### src/rtl/ea_seq.sv
module ea_seq #(
  parameter int W = 32
) (
  input  logic         clk,
  input  logic         rst_n,
  input  logic         start,
  input  logic [3:0]   mode,
  input  logic [W-1:0] operand,
  input  logic [W-1:0] x_val,
  input  logic [W-1:0] y_val,
  input  logic [W-1:0] dp_val,
  input  logic [W-1:0] sp_val,
  output logic         busy,
  output logic         mem_rd,
  output logic [W-1:0] mem_addr,
  input  logic         mem_valid,
  input  logic [W-1:0] mem_rdata,
  output logic         done,
  output logic [W-1:0] ea,
  output logic [W-1:0] sp_new,
  output logic         err
);
  localparam logic [3:0] M_DP = 4'd0, M_DPX = 4'd1, M_DPY = 4'd2, M_DPI = 4'd3,
                         M_DPIY = 4'd4, M_DPXI = 4'd5, M_ABX = 4'd6, M_ABY = 4'd7,
                         M_PUSH = 4'd8, M_PULL = 4'd9;

  typedef enum logic [1:0] {S_IDLE, S_REQ, S_WAIT} state_t;
  state_t state;

  wire [W-1:0] dp_base = dp_val + operand;
  wire [W-1:0] sp_inc  = sp_val + 1'b1;

  logic [W-1:0] imm_ea, imm_sp, ptr_addr;
  logic         indir, add_y, bad;
  logic [W-1:0] y_off;

  always_comb begin
    imm_ea   = operand;
    imm_sp   = sp_val;
    ptr_addr = dp_base;
    indir    = 1'b0;
    add_y    = 1'b0;
    bad      = 1'b0;
    case (mode)
      M_DP:   imm_ea = dp_base;
      M_DPX:  imm_ea = dp_base + x_val;
      M_DPY:  imm_ea = dp_base + y_val;
      M_DPI:  indir = 1'b1;
      M_DPIY: begin indir = 1'b1; add_y = 1'b1; end
      M_DPXI: begin indir = 1'b1; ptr_addr = dp_base + x_val; end
      M_ABX:  imm_ea = operand + x_val;
      M_ABY:  imm_ea = operand + y_val;
      M_PUSH: begin imm_ea = sp_val; imm_sp = sp_val - 1'b1; end
      M_PULL: begin imm_ea = sp_inc; imm_sp = sp_inc; end
      default: bad = 1'b1;
    endcase
  end

  assign busy = (state != S_IDLE);

  always_ff @(posedge clk) begin
    if (!rst_n) begin
      state    <= S_IDLE;
      mem_rd   <= 1'b0;
      mem_addr <= '0;
      done     <= 1'b0;
      ea       <= '0;
      sp_new   <= '0;
      err      <= 1'b0;
      y_off    <= '0;
    end else begin
      mem_rd <= 1'b0;
      done   <= 1'b0;
      err    <= 1'b0;
      case (state)
        S_IDLE: if (start) begin
          sp_new <= imm_sp;
          if (indir) begin
            mem_addr <= ptr_addr;
            mem_rd   <= 1'b1;
            y_off    <= add_y ? y_val : '0;
            state    <= S_REQ;
          end else begin
            ea   <= imm_ea;
            err  <= bad;
            done <= 1'b1;
          end
        end
        S_REQ, S_WAIT: begin
          if (mem_valid) begin
            ea    <= mem_rdata + y_off;
            done  <= 1'b1;
            state <= S_IDLE;
          end else begin
            state <= S_WAIT;
          end
        end
        default: state <= S_IDLE;
      endcase
    end
  end
endmodule

### config.mk
export PLATFORM = sky130hd
export DESIGN_NAME = ea_seq
export DESIGN_NICKNAME = d
export VERILOG_FILES = /design/src/rtl/ea_seq.sv
export SDC_FILE = /design/constraint.sdc
export NUM_CORES = 1
export LEC_CHECK = 0
export ABC_AREA = 1
export BUFFER_PORTS_ARGS = -buffer_cell sky130_fd_sc_hd__buf_4
export CAP_MARGIN = 25
export CORE_MARGIN = 2
export CORE_UTILIZATION = 25
export CTS_CLUSTER_DIAMETER = 200
export DETAILED_ROUTE_END_ITERATION = 7
export PLACE_DENSITY = 0.47
export SLEW_MARGIN = 20
export SYNTH_ARGS = -nofsm -noshare
export SYNTH_HDL_FRONTEND = slang
export SYNTH_SLANG_ARGS = --single-unit
### constraint.sdc
create_clock -name clk -period 10.8 [get_ports clk]
set_input_delay 1.08 -clock clk [delete_from_list [all_inputs] [get_ports clk]]
set_output_delay 1.08 -clock clk [all_outputs]
set_load 0.05 [all_outputs]
==> flow_metrics.env <==
export IMPL_finalClockSkew_ns=0.0174
export IMPL_num_nets_final=3636
export IMPL_cts_setup_buffers=0
export IMPL_yosys_register_bits=133
export IMPL_path_cells="buf_4, ha_1, fa_1, nand3_1, nand2_1, a21oi_2, o21ai_2, nand2_1, nand2_1, xor2_1, ha_1, nand2_1, nor2_1, nand3_1, o21ai_1, nand3_1, nand2_1, nand2_1, nand3_1, o21ai_0, nor2_1, nand2_1, a21oi_1, nor2_1"
export IMPL_min_period_over_period_pct=47.8
export IMPL_holdWs_ns=0.460
export IMPL_clkSinkCount=133
export IMPL_ant_nets=0
export IMPL_ys_flop_type="dfxtp_1"
export IMPL_dieWidth_um=273
export IMPL_crit_buf_inv=1
export IMPL_cpMostUsedCell="nand2_1"
export IMPL_dpl_hpwl_mm=86.9
export IMPL_die_h_um=273
export IMPL_grt_util_all_layers_pct=27.5
export IMPL_slew_headroom_pct=37.8
export IMPL_r2r_end="mem_addr[19]"
export IMPL_peakVddDrop_mv=0.0806
export IMPL_arrival_ns=5.55
export IMPL_drt_wirelength_per_cell_um=24.6
export IMPL_synthArstFlopShare_pct=0
export IMPL_start_util_pct=25.2
export IMPL_fin_tns_setup_ns=0
export IMPL_worst_pin_slew_ns=0.932
export IMPL_hold_violations=0
export IMPL_drt_iter0_drc=2292
export IMPL_layout_min_cycle_time_ns=5.16
export IMPL_ys_warn_count=0
export IMPL_cpMaxStageDelayCell="o21ai_1"
export IMPL_drive_gt1_share_pct=14.8
export IMPL_crit_family="simple AND/OR/NAND/NOR gates"
export IMPL_grt_max_degree=65
export IMPL_htreeDepth=4
export IMPL_holdPathStages=2
export IMPL_antenna_found_initial=10
export IMPL_grt_pass1_wl_mm=149
export IMPL_area_delta_synth_final_pct=21.4
export IMPL_avgViaCountPerCell=5.26
export IMPL_clock_fmax_mhz=194
export IMPL_core_um2=71500
export IMPL_p_leak_uw=0.0102
export IMPL_num_vias=22249
export IMPL_postSynthAreaPerCell_um2=5.98
export IMPL_reg2reg_slack_ns=7.78
export IMPL_grt_setup_unrepaired="no"
export IMPL_synthCells=3018
export IMPL_crit_required_ns=11.19
export IMPL_rows=98
export IMPL_io_buffers=299
export IMPL_setup_viol=0
export IMPL_grt_ovfl_total=0
export IMPL_cts_resized=0
export IMPL_status="finished clean"
export IMPL_r2r_cells=10
export IMPL_netlist_area_um2=18000
export IMPL_synthTopCellsByArea="dfxtp_1 15%, nand2_1 14%, ha_1 11%, a21oi_1 8.7%, nor2_1 7.3%"
export IMPL_synth_edf_count=0
export IMPL_ys_seq_area_share_pct=14.8
export IMPL_syn_nets=3385
export IMPL_path_class="input pin to flop"
export IMPL_holdPathEnd="mem_addr[27]"
export IMPL_cts_tree="yes"
export IMPL_clockRootBuffer="clkbuf_16"
export IMPL_wirelength_mm=104
export IMPL_synth_common_cells="697 x nand2_1, 351 x nor2_1, 319 x inv_1"
export IMPL_hp_class="flop to flop"
export IMPL_yosysUniqueCellTypes=70
export IMPL_clk_path_buf_depth=2
export IMPL_drc=0
export IMPL_worst_path_largest_cell_delay_ns=0.52
export IMPL_max_cap_violations=0
export IMPL_end_kind="flop"
export IMPL_maxSlewViolCount=0
export IMPL_hold_start="mem_addr[27]"
export IMPL_finish_utilization_pct=30.7
export IMPL_grt_pass1_vias=21437
export IMPL_startpoint_type="input pin"
export IMPL_r2r_start="state[0]"
export IMPL_synth_top_area_share_pct=14.8
export IMPL_dieArea_um2=74300
export IMPL_gp_congestion=0.987
export IMPL_yosysMostFrequentCell="nand2_1"
export IMPL_synth_largest_area_cell="dfxtp_1"
export IMPL_cp_max_fo=5
export IMPL_postCtsHoldBufs=0
export IMPL_diodes=0
export IMPL_ios=300
export IMPL_cts_made_buffers=17
export IMPL_path_clk_slew_ns=0.07
export IMPL_firstDrtPassIters=6
export IMPL_insertion_delay_ns=0.49
export IMPL_powerDensity_nw_per_um2=140
==> cell type report <==
cell class,instances,area [µm²]
well taps,950,1190
repair buffers,322,2420
clock inverters,11,150
inverters,342,1280
flip-flops and latches,133,2660
clock buffers,19,453
fillers,8185,49600
multi-input cells,2453,13800
==> kinds of logic (layout without fill, tap and decap cells) <==
family / Yosys count / count (layout) / synth area share [%]
AO/OA/AOI/OAI: 793 / 793 / 26.0
XOR/XNOR: 59 / 59 / 2.91
adder cells (fa/ha/maj): 167 / 167 / 11.8
buffers and inverters: 432 / 694 / 9.17
flip-flops: 133 / 133 / 14.8
multiplexers: 31 / 31 / 1.93
AND/OR/NAND/NOR: 1403 / 1403 / 33.4
==> cell usage in the layout (no fill, tap or decap), drive strengths merged, types with 25 or more instances in the layout <==
cell / synthesis / layout
a21oi: 319 / 319
a31oi: 25 / 25
a32o: 32 / 32
buf: 30 / 322
dfxtp: 133 / 133
ha: 162 / 162
inv: 338 / 339
mux2: 30 / 30
nand2: 706 / 706
nand3: 181 / 181
nand4: 39 / 39
nor2: 364 / 364
nor3: 52 / 52
o211ai: 36 / 36
o21ai: 253 / 253
xor2: 35 / 35
==> how the worst max path moves through the flow <==
stage                          start  slack (ns)  depth (start not counted)     end
after detailed placement  operand[0]        5.19                         24  ea[21]
after floorplan           operand[0]        6.45                         25  ea[31]
after global routing      operand[0]        5.34                         24  ea[21]
final                     operand[0]        5.64                         24  ea[21]
after global placement    operand[0]        5.21                         24  ea[31]
after CTS                 operand[0]        5.72                         24  ea[21]
==> stage by stage <==
stage / setup WS (ns) / area (µm²) / power, µW / std cells
4_1_cts: 5.72 / 21900 / 3060 / 4230
3_5_place_dp: 5.19 / 21300 / 2390 / 4200
5_1_grt: 5.34 / 21900 / 3250 / 4230
3_3_place_gp: 5.21 / 21300 / 2410 / 4200
2_1_floorplan: 6.45 / 18000 / 1720 / 3018
6_report: 5.64 / 21900 / 3070 / 4230
==> tightest hold or removal path, stage by stage, from the launching register on <==
cell and delay, ns:
dfxtp_1 0.31, nand2_1 0.06, nand2_1 0.05
==> flip-flops by register name, indices dropped and copies added (netlist names) <==
name,count
done,1
ea,32
err,1
mem_addr,32
mem_rd,1
sp_new,32
state,2
y_off,32
==> metal layers <==
| metal | wire (µm) | GRT usage (%) | vias to the layer above |
|---|---|---|---|
| met1 | 46200 | 36.8 | 10377 |
| met2 | 46600 | 43.9 | 909 |
| met4 | 4060 | 10.5 | 4 |
| li1 | - | - | 10818 |
| met5 | 34 | 0 | - |
| met3 | 7300 | 4.50 | 141 |
==> power by group <==
| part | internal, µW | switching [µW] | total [µW] |
|---|---|---|---|
| logic | 527 | 1290 | 1810 |
| registers | 553 | 52.5 | 606 |
| clock network | 373 | 276 | 649 |
| total | 1450 | 1620 | 3070 |
(Power assumes the default switching activity.)
